### src/rtl/tx_stat_pkg.sv
package tx_stat_pkg;

  // Counter slots; the order is the layout of the counter bank.
  typedef enum int unsigned {
    CI_SINGLE    = 0,
    CI_MULTI     = 1,
    CI_SIXTEEN   = 2,
    CI_LATE      = 3,
    CI_NOCARRIER = 4,
    CI_DEFER     = 5,
    CI_UNDERRUN  = 6,
    CI_FRAMES    = 7,
    CI_OCTETS    = 8
  } cnt_id_e;

  localparam int unsigned NUM_CNT = 9;

  // Collision window in byte times: beyond this a collision is late.
  localparam int unsigned SLOT_BYTES_DEF = 64;
  // Attempt limit: a frame is abandoned after this many collisions.
  localparam int unsigned MAX_ATTEMPTS_DEF = 16;

endpackage

### src/rtl/txs_late_tracker.sv
module txs_late_tracker #(
  parameter int unsigned POS_W      = 11,
  parameter int unsigned SLOT_BYTES = 64
) (
  input  logic             clk,
  input  logic             rst,
  input  logic             coll_evt,
  input  logic [POS_W-1:0] coll_pos,
  input  logic             frm_done,
  output logic             late_now,
  output logic             late_in_frame
);

  localparam logic [POS_W-1:0] SLOT_LIM = POS_W'(SLOT_BYTES);

  logic late_seen_q;

  assign late_now      = coll_evt && (coll_pos > SLOT_LIM);
  // Includes a late collision arriving with the completion strobe.
  assign late_in_frame = late_seen_q || late_now;

  always_ff @(posedge clk) begin
    if (rst) begin
      late_seen_q <= 1'b0;
    end else if (frm_done) begin
      late_seen_q <= 1'b0;
    end else if (late_now) begin
      late_seen_q <= 1'b1;
    end
  end

endmodule

### src/rtl/txs_carrier_mon.sv
module txs_carrier_mon (
  input  logic clk,
  input  logic rst,
  input  logic tx_en,
  input  logic crs,
  output logic loss_pulse
);

  logic txen_q;
  logic crs_q;
  logic seen_q;
  logic fell_q;
  logic burst_end;

  assign burst_end  = txen_q && !tx_en;
  // One verdict per transmit burst, taken when it ends.
  assign loss_pulse = burst_end && (!seen_q || fell_q);

  always_ff @(posedge clk) begin
    if (rst) begin
      txen_q <= 1'b0;
      crs_q  <= 1'b0;
      seen_q <= 1'b0;
      fell_q <= 1'b0;
    end else begin
      txen_q <= tx_en;
      crs_q  <= crs;
      if (tx_en && !txen_q) begin
        seen_q <= crs;
        fell_q <= 1'b0;
      end else if (tx_en) begin
        seen_q <= seen_q || crs;
        fell_q <= fell_q || (crs_q && !crs);
      end
    end
  end

endmodule

### src/rtl/txs_event_classifier.sv
module txs_event_classifier
  import tx_stat_pkg::*;
#(
  parameter int unsigned RTRY_W       = 5,
  parameter int unsigned MAX_ATTEMPTS = 16
) (
  input  logic              full_duplex,
  input  logic              frm_done,
  input  logic              frm_ok,
  input  logic [RTRY_W-1:0] frm_retries,
  input  logic              late_now,
  input  logic              late_in_frame,
  input  logic              loss_pulse,
  input  logic              defer_evt,
  input  logic              underrun_evt,
  output logic [NUM_CNT-1:0] inc_vec
);

  localparam logic [RTRY_W-1:0] RT_ONE = RTRY_W'(1);
  localparam logic [RTRY_W-1:0] RT_MAX = RTRY_W'(MAX_ATTEMPTS);

  logic sent;
  logic abandoned;
  logic hd;

  assign sent      = frm_done && frm_ok;
  assign abandoned = frm_done && !frm_ok;
  assign hd        = !full_duplex;

  always_comb begin
    inc_vec               = '0;
    inc_vec[CI_SINGLE]    = hd && sent && !late_in_frame && (frm_retries == RT_ONE);
    inc_vec[CI_MULTI]     = hd && sent && !late_in_frame &&
                            (frm_retries > RT_ONE) && (frm_retries < RT_MAX);
    inc_vec[CI_SIXTEEN]   = hd && abandoned && (frm_retries == RT_MAX);
    inc_vec[CI_LATE]      = hd && late_now;
    inc_vec[CI_NOCARRIER] = loss_pulse;
    inc_vec[CI_DEFER]     = hd && defer_evt;
    inc_vec[CI_UNDERRUN]  = underrun_evt;
    inc_vec[CI_FRAMES]    = sent;
    inc_vec[CI_OCTETS]    = sent;
  end

endmodule

### src/rtl/txs_counter.sv
module txs_counter #(
  parameter int unsigned W     = 32,
  parameter int unsigned AMT_W = 11
) (
  input  logic             clk,
  input  logic             rst,
  input  logic             en,
  input  logic [AMT_W-1:0] amt,
  output logic [W-1:0]     q
);

  always_ff @(posedge clk) begin
    if (rst) begin
      q <= '0;
    end else if (en) begin
      q <= q + W'(amt);
    end
  end

endmodule

### src/rtl/tx_stat_counters.sv
module tx_stat_counters
  import tx_stat_pkg::*;
#(
  parameter int unsigned CNT_W        = 32,
  parameter int unsigned LEN_W        = 11,
  parameter int unsigned RTRY_W       = 5,
  parameter int unsigned POS_W        = 11,
  parameter int unsigned SLOT_BYTES   = SLOT_BYTES_DEF,
  parameter int unsigned MAX_ATTEMPTS = MAX_ATTEMPTS_DEF
) (
  input  logic              clk,
  input  logic              rst,
  input  logic              full_duplex,
  input  logic              frm_done,
  input  logic              frm_ok,
  input  logic [RTRY_W-1:0] frm_retries,
  input  logic [LEN_W-1:0]  frm_len,
  input  logic              coll_evt,
  input  logic [POS_W-1:0]  coll_pos,
  input  logic              tx_en,
  input  logic              crs,
  input  logic              defer_evt,
  input  logic              underrun_evt,
  output logic [CNT_W-1:0]  cnt_single,
  output logic [CNT_W-1:0]  cnt_multi,
  output logic [CNT_W-1:0]  cnt_sixteen,
  output logic [CNT_W-1:0]  cnt_late,
  output logic [CNT_W-1:0]  cnt_nocarrier,
  output logic [CNT_W-1:0]  cnt_defer,
  output logic [CNT_W-1:0]  cnt_underrun,
  output logic [CNT_W-1:0]  cnt_frames,
  output logic [CNT_W-1:0]  cnt_octets
);

  logic               late_now;
  logic               late_in_frame;
  logic               loss_pulse;
  logic [NUM_CNT-1:0] inc_vec;
  logic [CNT_W-1:0]   bank_q [NUM_CNT];

  txs_late_tracker #(
    .POS_W      (POS_W),
    .SLOT_BYTES (SLOT_BYTES)
  ) u_late (
    .clk           (clk),
    .rst           (rst),
    .coll_evt      (coll_evt),
    .coll_pos      (coll_pos),
    .frm_done      (frm_done),
    .late_now      (late_now),
    .late_in_frame (late_in_frame)
  );

  txs_carrier_mon u_crs (
    .clk        (clk),
    .rst        (rst),
    .tx_en      (tx_en),
    .crs        (crs),
    .loss_pulse (loss_pulse)
  );

  txs_event_classifier #(
    .RTRY_W       (RTRY_W),
    .MAX_ATTEMPTS (MAX_ATTEMPTS)
  ) u_cls (
    .full_duplex   (full_duplex),
    .frm_done      (frm_done),
    .frm_ok        (frm_ok),
    .frm_retries   (frm_retries),
    .late_now      (late_now),
    .late_in_frame (late_in_frame),
    .loss_pulse    (loss_pulse),
    .defer_evt     (defer_evt),
    .underrun_evt  (underrun_evt),
    .inc_vec       (inc_vec)
  );

  for (genvar i = 0; i < NUM_CNT; i++) begin : g_cnt
    logic [LEN_W-1:0] step;
    if (i == CI_OCTETS) begin : g_bytes
      assign step = frm_len;
    end else begin : g_unit
      assign step = LEN_W'(1);
    end
    txs_counter #(
      .W     (CNT_W),
      .AMT_W (LEN_W)
    ) u_c (
      .clk (clk),
      .rst (rst),
      .en  (inc_vec[i]),
      .amt (step),
      .q   (bank_q[i])
    );
  end

  assign cnt_single    = bank_q[CI_SINGLE];
  assign cnt_multi     = bank_q[CI_MULTI];
  assign cnt_sixteen   = bank_q[CI_SIXTEEN];
  assign cnt_late      = bank_q[CI_LATE];
  assign cnt_nocarrier = bank_q[CI_NOCARRIER];
  assign cnt_defer     = bank_q[CI_DEFER];
  assign cnt_underrun  = bank_q[CI_UNDERRUN];
  assign cnt_frames    = bank_q[CI_FRAMES];
  assign cnt_octets    = bank_q[CI_OCTETS];

endmodule

### config.mk
export PLATFORM = sky130hd
export DESIGN_NAME = tx_stat_counters
export DESIGN_NICKNAME = d
export VERILOG_FILES = /design/src/rtl/tx_stat_pkg.sv /design/src/rtl/txs_late_tracker.sv /design/src/rtl/txs_carrier_mon.sv /design/src/rtl/txs_event_classifier.sv /design/src/rtl/txs_counter.sv /design/src/rtl/tx_stat_counters.sv
export SDC_FILE = /design/constraint.sdc
export NUM_CORES = 1
export LEC_CHECK = 0
export ABC_AREA = 1
export BUFFER_PORTS_ARGS = -buffer_cell sky130_fd_sc_hd__buf_2
export CAP_MARGIN = 20
export CORE_ASPECT_RATIO = 2
export CORE_MARGIN = 5
export CORE_UTILIZATION = 28
export CTS_CLUSTER_DIAMETER = 40
export DETAILED_ROUTE_END_ITERATION = 16
export PLACE_DENSITY_LB_ADDON = 0.15
export SYNTH_ARGS = -nofsm -noshare
export SYNTH_HDL_FRONTEND = slang
export SYNTH_SLANG_ARGS = --single-unit
### constraint.sdc
create_clock -name clk -period 2.6 [get_ports clk]
set_clock_uncertainty 0.2 [all_clocks]
set_input_delay 0.65 -clock clk [delete_from_list [all_inputs] [get_ports clk]]
set_output_delay 0.65 -clock clk [all_outputs]
set_load 0.1 [all_outputs]
==> impl_metrics.toml, run 1 <==
[grt]
initial_antenna_violation_count = 1
global_route.overflow_total = 0
grt_util_all_layers = 0.195
grt_first_pass_wirelength_um = 103000
vias_in_the_first_global_route = 19133
grt_max_degree = 67

[layout]
stdcell_area_um2 = 21600
diodes = 0
multiInputGateArea_um2 = 9910
ff_latch_area_um2 = 5870
area.growth.synth_to_final_pct = 26.3
final_layout_size_suffix_gt1_frac = 0.156
fillerInstances = 6778
fin_nets = 3206

[placed_design]
placedInstanceArea_um2 = 19800
hpwlAfterDp_um = 52100
routabilityCongestion = 0.912
port_buffers = 324

[clocking]
clk_root_buffer_cell = "clkbuf_16"
cts-resized-gates = 0
path_clk_slew_ns = 0.06
cts.sink_count = 293
cts_post_setup_buffers_inserted = 0
cts_buffer_depth = 3
cts_inserted_buffers = 49
tritoncts = "yes"
cts.htree.levels = 2
cts_hold_repair.buffers = 0
insertion_delay_ns = 0.59

[yosys]
ys.flop_type = "dfxtp_1"
synthDistinctLibCells = 38
syn_area_per_cell_um2 = 6.11
synthDominantCellAreaShare = 0.342
post_synth_edffs = 0
postSynthCellCount = 2803
ys_top_cells_by_area = "dfxtp_1, nand2_1, nor2_1, inv_1, a21oi_1"
synth_area_um2 = 17100
syn_nets = 2860
ys_top_cells_by_count = "nand2_1, nor2_1, dfxtp_1"
yosys_register_bits = 293
ys_warn_count = 0
synth.most_common_cell = "nand2_1"
asyncSetResetFlopFracSynth = 0
netlist.top_cell.by_area = "dfxtp_1"
sequential_to_total_area_share_from_yosys_stat = 0.342

[pwr]
power.density_nw_per_um2 = 575
ir_worst_vdd_uv = 484
leakage_uw = 0.00892

[routing]
vias = 18891
detail_route.vias_per_cell = 4.76
route.antenna.remaining_nets = 0
drt_pass1_iterations = 8
avgRoutedWirePerCell_um = 16.9
postRouteWirelength_um = 67000
remaining_drc_errors = 0
drt-initial-drc-count = 729

[critical_path]
worstPathArrival_ns = 1.60
r2r-start = "g_cnt[3].u_c.q[0]"
regToRegEndpoint = "g_cnt[3].u_c.q[28]"
critical_path_s_top_delay_family = "flip-flops"
critPathMaxFanout = 5
ff2ff_path_depth = 10
critical_path.max_stage_delay_ns = 0.51
worst-path-buf-inv = 1
setup.worst_path.start_class = "flop"
ff2ff_setup_slack_ns = 0.30
worst_path_slowest_cell = "dfxtp_1"
crit_path_end_kind = "output port"
critical_path_required_ns = 1.75
worst-setup-path-type = "reg2out"
timing.critical_path.cells = "buf_2"
crit_startpoint = "g_cnt[3].u_c.q[20]"

[sta]
number_of_setup_violations_in_the_final_report = 0
min_period_over_period = 0.943
tightest_slew_ns = 0.792
final_hold_viol_count = 0
grt_setup_unrepaired = "no"
slew_limit_fails = 0
finalWorstPathRequiredPeriod_ns = 2.45
fin_tns_setup_ns = 0
timing.max_slew.rel_slack = 0.468
max_freq_mhz = 408

[job]
cap_viol_max_count = 0

[floorplanning]
floorplan.rows = 128
chipHeight_um = 360
die_footprint_um2 = 66500
floorplan.core_area_um2 = 60900
die_x_um = 185
initial_core_utilization = 0.282
floorplan.io_pins = 325

[hold_path]
hold-path-cell-count = 2
hold_path.startpoint = "frm_done"
hold_path_class = "in2reg"
hold-path-endpoint = "u_late.late_seen_q"

[outcome]
outcome = "finished clean"
## sequential cells by signal, summed over array words and instances (netlist names)
| register | count |
|---|---|
| u_crs.seen_q | 1 |
| u_crs.fell_q | 1 |
| u_crs.txen_q | 1 |
| g_cnt.u_c.q | 288 |
| u_crs.crs_q | 1 |
| u_late.late_seen_q | 1 |
## area by class of cell
class | count | area share
Timing Repair Buffer | 357 | 0.0913
Tap cell | 780 | 0.0451
Sequential cell | 293 | 0.271
Clock buffer | 64 | 0.0649
Inverter | 295 | 0.0513
Clock inverter | 28 | 0.0184
Multi-Input combinational cell | 2153 | 0.458
## metal layers
layer	vias up	global-route usage	wire length (um)	part of all wire
met5	-	0	8	0.00012
li1	9626	-	-	-
met3	158	0.0602	5390	0.080
met1	8588	0.194	24200	0.36
met2	517	0.362	34000	0.51
met4	2	0.0926	3420	0.051
## worst max path at each step
| stage | slack [ns] | depth (start not counted) | endpoint |
|---|---|---|---|
| CTS | 0.08 | 1 | cnt_multi[18] |
| detailed placement | -0.008 | 12 | g_cnt[8].u_c.q[16] |
| finish | 0.15 | 1 | cnt_late[20] |
| floorplan | 0.03 | 10 | g_cnt[7].u_c.q[22] |
| global route | 0.08 | 1 | cnt_multi[24] |
| global placement | 0.002 | 12 | g_cnt[8].u_c.q[20] |
## layout by cell type (no fill, tap or decap), types with 8 or more instances in the layout
| cell | count |
|---|---|
| inv_1 | 287 |
| bufinv_16 | 8 |
| nand3_1 | 130 |
| xnor2_1 | 19 |
| buf_12 | 8 |
| buf_2 | 323 |
| nor3_1 | 93 |
| xor2_1 | 60 |
| nor2_4 | 9 |
| dfxtp_1 | 292 |
| buf_4 | 25 |
| nand2_1 | 948 |
| o21ai_0 | 80 |
| clkbuf_16 | 51 |
| nand3b_1 | 33 |
| nand4_1 | 50 |
| nor2_1 | 423 |
| nor3_2 | 8 |
| ha_1 | 19 |
| nor4_1 | 8 |
| a21oi_1 | 214 |
| a31oi_1 | 8 |
| nor2_2 | 15 |
| clkbuf_8 | 8 |
## power breakdown
group	switching, uW	total [uW]	internal (uW)
Combinational	515	684	170
Clock	2560	7190	4640
Sequential	32.2	4560	4520
## worst reg2reg max path: stages (launching register included)
cell	delay, ns
dfxtp_1	0.42
ha_1	0.25
nand2_1	0.11
nor2_1	0.39
inv_1	0.11
nor2_1	0.35
nand2_1	0.10
nand2_1	0.07
nand2_1	0.04
nand2_1	0.05
a21oi_1	0.05
## metrics by stage
step / util / hold slack (ns) / cells / power, uW / worst slack, ns
after CTS: 0.356 / 0.0350 / 3970 / 12700 / 0.0811
after global routing: 0.356 / 0.0569 / 3970 / 12900 / 0.0772
final: 0.356 / 0.0907 / 3970 / 12400 / 0.148
after floorplan: - / 0.231 / 2803 / 5130 / 0.0289
after detailed placement: 0.326 / 0.252 / 3878 / 5340 / -0.00801
after global placement: 0.326 / 0.241 / 3878 / 5340 / 0.00160
## kinds of logic (layout without fill, tap and decap cells)
| logic type | Yosys count | in the layout | share of synthesized area |
|---|---|---|---|
| xor+xnor | 79 | 79 | 0.0404 |
| buf+inv | 357 | 744 | 0.0798 |
| simple gates | 1736 | 1736 | 0.427 |
| fa+ha+maj | 20 | 20 | 0.0150 |
| flops | 293 | 293 | 0.342 |
| compound gates | 318 | 318 | 0.0958 |
Power figures use the tool's default switching activity.
==> run 2: changes to the inputs <==
- CELL_PAD_IN_SITES_DETAIL_PLACEMENT: not set -> 1
- CELL_PAD_IN_SITES_GLOBAL_PLACEMENT: not set -> 1
- REMOVE_ABC_BUFFERS: not set -> 1
==> impl_metrics.toml, run 2 (synthesized netlist as in run 1, its figures left out) <==
[critical_path]
crit_path_end_kind = "output port"
ff2ff_path_depth = 12
critical_path_s_top_delay_family = "flip-flops"
timing.critical_path.cells = "buf_2"
setup.worst_path.start_class = "flop"
path_depth = 1
worst-setup-path-type = "reg2out"
critical_path.max_stage_delay_ns = 0.54
critPathMaxFanout = 6
critical_path_required_ns = 1.75
worst-path-buf-inv = 1
worst_path_slowest_cell = "dfxtp_1"
worstPathArrival_ns = 1.59

[layout]
final_common_cell = "nand2_1"
ff_latch_area_um2 = 5870
most-common-layout-cells = "nand2_1, nor2_1, buf_2"
final_layout_size_suffix_gt1_frac = 0.156
fillerInstances = 8085
fin_nets = 3213
final_cells = 3971
largest_register = "g_cnt.u_c.q"
diodes = 0
multiInputGateArea_um2 = 9910
stdcell_area_um2 = 21500
area.growth.synth_to_final_pct = 25.7
largest_register_ff_count = 288

[sta]
final_hold_viol_count = 0
slew_limit_fails = 0
max_freq_mhz = 411
number_of_setup_violations_in_the_final_report = 0
min_period_over_period = 0.937
grt_setup_unrepaired = "no"
finalWorstPathRequiredPeriod_ns = 2.44
tightest_slew_ns = 0.584
timing.max_slew.rel_slack = 0.614

[placed_design]
port_buffers = 324
dpl.cell_count = 3889
hpwlAfterDp_um = 56200
placedInstanceArea_um2 = 19900
routabilityCongestion = 0.902

[floorplanning]
floorplan.io_pins = 325
initial_core_utilization = 0.282
floorplan.rows = 128
die_footprint_um2 = 66500
floorplan.core_area_um2 = 60900
chipHeight_um = 360
die_x_um = 185

[pwr]
combinationalPowerShare = 0.059
ir_worst_vdd_uv = 477
internal_power_uw = 8840
pwr-share-clk = 0.557
netSwitchingPower_uw = 3020
leakage_uw = 0.00888
sequentialPowerShare = 0.384
netSwitchingFraction = 0.255
power.density_nw_per_um2 = 551

[routing]
drt_pass1_iterations = 4
drt-initial-drc-count = 562
remaining_drc_errors = 0
route.antenna.remaining_nets = 0
avgRoutedWirePerCell_um = 17.7
postRouteWirelength_um = 70400
detail_route.vias_per_cell = 4.89
vias = 19433

[clocking]
clk_root_buffer_cell = "clkbuf_16"
cts_buffer_depth = 3
cts_post_setup_buffers_inserted = 0
cts.sink_count = 293
path_clk_slew_ns = 0.06
tritoncts = "yes"
insertion_delay_ns = 0.57
cts_inserted_buffers = 45
cts-resized-gates = 0
cts.htree.levels = 2
cts_hold_repair.buffers = 0

[job]
cap_viol_max_count = 0

[grt]
vias_in_the_first_global_route = 20790
grt_max_degree = 47
grt_util_all_layers = 0.204
initial_antenna_violation_count = 6
grt_first_pass_wirelength_um = 109000
global_route.overflow_total = 0

[hold_path]
hold-path-cell-count = 2
hold_path_class = "in2reg"

[outcome]
outcome = "finished clean"
==> run 2: cell count changes in the layout (fill, tap and decap cells not counted), moves of 2 or more <==
cell	previous run	this run
clkinvlp_4	4	6
clkbuf_16	51	47
clkinv_2	6	4
buf_4	25	35
inv_8	4	1
inv_6	3	6
clkbuf_8	8	4
==> run 2: final timing paths <==
path	slack, ns	end	start
worst max-delay path	0.16	cnt_single[18]	g_cnt[0].u_c.q[18]
worst min-delay path	0.11	u_late.late_seen_q	frm_done
worst max register to register	0.41	g_cnt[8].u_c.q[12]	g_cnt[8].u_c.q[0]
worst min register to register	0.27	g_cnt[7].u_c.q[17]	g_cnt[7].u_c.q[17]
==> run 2: routing by layer <==
| layer | global-route usage | up-vias | part of all wire |
|---|---|---|---|
| met5 | 0 | - | 0.0012 |
| li1 | - | 9625 | - |
| met1 | 0.199 | 9227 | 0.36 |
| met4 | 0.0834 | 12 | 0.043 |
| met2 | 0.394 | 410 | 0.53 |
| met3 | 0.0565 | 159 | 0.068 |
==> run 2: final cells by class <==
| type | instances | share of cell area |
|---|---|---|
| clock buffers | 55 | 0.0579 |
| clock inverters | 27 | 0.0170 |
| inverters | 295 | 0.0515 |
| multi-input cells | 2153 | 0.460 |
| flip-flops and latches | 293 | 0.272 |
| well taps | 780 | 0.0453 |
| repair buffers | 368 | 0.0961 |
==> run 2: metrics by stage <==
stage / setup slack [ns] / power (uW) / hold WS [ns] / utilization / setup TNS [ns]
finish: 0.164 / 11900 / 0.110 / 0.354 / 0
floorplan: -0.172 / 5080 / 0.231 / - / -4.43
global placement: 0.0147 / 5350 / 0.240 / 0.327 / 0
detailed placement: -0.0421 / 5370 / 0.267 / 0.327 / -0.0734
CTS: 0.107 / 12100 / 0.0609 / 0.354 / 0
global route: 0.0886 / 12300 / 0.101 / 0.354 / 0
==> run 2: power by group through the flow <==
| stage | sequential [uW] | clock (uW) | combinational (uW) |
|---|---|---|---|
| 2_1_floorplan | 4830 | 0 | 253 |
| 3_3_place_gp | 4650 | 0 | 702 |
| 3_5_place_dp | 4650 | 0 | 716 |
| 4_1_cts | 4550 | 6850 | 719 |
| 5_1_grt | 4550 | 6990 | 771 |
| 6_report | 4550 | 6610 | 704 |
==> run 3: changes to the inputs <==
- CORE_ASPECT_RATIO: 2 -> 0.8
==> impl_metrics.toml, run 3 (synthesized netlist as in run 1, its figures left out) <==
[outcome]
outcome = "finished clean"

[clocking]
cts.sink_count = 293
cts_buffer_depth = 3
tritoncts = "yes"
insertion_delay_ns = 0.59
path_clk_slew_ns = 0.05
clk_root_buffer_cell = "clkbuf_16"
cts_inserted_buffers = 73
cts-resized-gates = 0
cts.htree.levels = 3
cts_hold_repair.buffers = 0
cts_post_setup_buffers_inserted = 0

[critical_path]
worst_path_slowest_cell = "buf_2"
setup.worst_path.start_class = "flop"
worst-setup-path-type = "reg2out"
ff2ff_setup_slack_ns = 0.35
timing.critical_path.cells = "buf_2"
regToRegEndpoint = "g_cnt[0].u_c.q[30]"
critPathMaxFanout = 7
path_depth = 1
critical_path_required_ns = 1.75
worstPathArrival_ns = 1.62
critical_path_s_top_delay_family = "buffers and inverters"
r2r-start = "g_cnt[0].u_c.q[0]"
ff2ff_path_depth = 9
critical_path.max_stage_delay_ns = 0.52
worst-path-buf-inv = 1
crit_path_end_kind = "output port"

[grt]
global_route.overflow_total = 0
global_route.usage.met3 = 0.0592
grt.met1_usage = 0.268
vias_in_the_first_global_route = 20053
met2_usage = 0.315
grt_util_all_layers = 0.202
grt_first_pass_wirelength_um = 109000
busiest_layer = "met2"
initial_antenna_violation_count = 0
grt_max_degree = 55

[floorplanning]
floorplan.io_pins = 325
die_x_um = 287
chipHeight_um = 231
floorplan.rows = 81
initial_core_utilization = 0.281
floorplan.core_area_um2 = 60900
die_footprint_um2 = 66300

[sta]
final_hold_viol_count = 0
min_period_over_period = 0.949
finalWorstPathRequiredPeriod_ns = 2.47
tightest_slew_ns = 0.677
timing.final.ws_setup_ns = 0.133
max_freq_mhz = 405
grt_setup_unrepaired = "no"
timing.max_slew.rel_slack = 0.545
slew_limit_fails = 0
number_of_setup_violations_in_the_final_report = 0
holdWs_ns = 0.0988

[hold_path]
hold_path.startpoint = "frm_done"
hold-path-endpoint = "u_late.late_seen_q"
hold-path-cell-count = 2
hold_path_class = "in2reg"

[routing]
remaining_drc_errors = 0
route.antenna.remaining_nets = 0
vias = 19456
avgRoutedWirePerCell_um = 16.9
postRouteWirelength_um = 68500
drt_pass1_iterations = 4
drt-initial-drc-count = 752
detail_route.vias_per_cell = 4.79

[layout]
fillerInstances = 7898
area.growth.synth_to_final_pct = 31.3
diodes = 0
fin_nets = 3229
ff_latch_area_um2 = 5870
most-common-layout-cells = "nand2_1, nor2_1, buf_2"
final_cells = 4060
stdcell_area_um2 = 22500
multiInputGateArea_um2 = 9910
largest_register = "g_cnt.u_c.q"
final_layout_size_suffix_gt1_frac = 0.164
largest_register_ff_count = 288
final_common_cell = "nand2_1"

[placed_design]
port_buffers = 324
placedInstanceArea_um2 = 19900
post-place-ws_ns = -0.0168
hpwlAfterDp_um = 52800
routabilityCongestion = 0.879
dpl.cell_count = 3927

[pwr]
design_power_total_uw = 14800
leakage_uw = 0.00930
ir_worst_vdd_uv = 390
power.density_nw_per_um2 = 657

[job]
cap_viol_max_count = 0
-- run 3: cell count changes in the layout (fill, tap and decap cells not counted), sizes merged --
cell and change:
clkinvlp +2, clkbuf +47, bufinv +2, clkinv +6, buf -12, inv -6
-- run 3: how the worst max path moves through the flow --
| stage | from | slack [ns] | endpoint |
|---|---|---|---|
| after global routing | g_cnt[2].u_c.q[14] | 0.07 | cnt_sixteen[14] |
| after detailed placement | frm_len[0] | -0.02 | g_cnt[8].u_c.q[12] |
| after CTS | g_cnt[0].u_c.q[25] | 0.1 | cnt_single[25] |
| after global placement | frm_len[0] | -0.01 | g_cnt[8].u_c.q[12] |
| after floorplan | rst | -0.17 | u_crs.seen_q |
| final | g_cnt[2].u_c.q[14] | 0.13 | cnt_sixteen[14] |
-- run 3: where the power goes --
| part | leakage, uW | internal, uW | total [uW] | switching, uW |
|---|---|---|---|---|
| Sequential | 0.00236 | 4540 | 4570 | 31.6 |
| Clock | 0.00124 | 6640 | 9510 | 2880 |
| Combinational | 0.00569 | 177 | 702 | 526 |
-- run 3: through the flow --
| stage | utilization | setup TNS [ns] |
|---|---|---|
| 6_report | 0.369 | 0 |
| 4_1_cts | 0.369 | 0 |
| 3_5_place_dp | 0.327 | -0.0247 |
| 2_1_floorplan | - | -4.43 |
| 5_1_grt | 0.369 | 0 |
| 3_3_place_gp | 0.327 | -0.0117 |
-- run 3: layout make-up --
type | count | area share
multi-input combinational | 2153 | 0.440
sequential | 293 | 0.261
clock buffer | 102 | 0.0962
timing repair buffer | 356 | 0.0892
inverter | 295 | 0.0493
tap | 830 | 0.0462
clock inverter | 31 | 0.0180
-- run 3: layer usage --
metal,vias up,share of wire
met5,-,0
met1,9253,0.48
li1,9699,-
met3,129,0.065
met4,0,0.031
met2,375,0.43
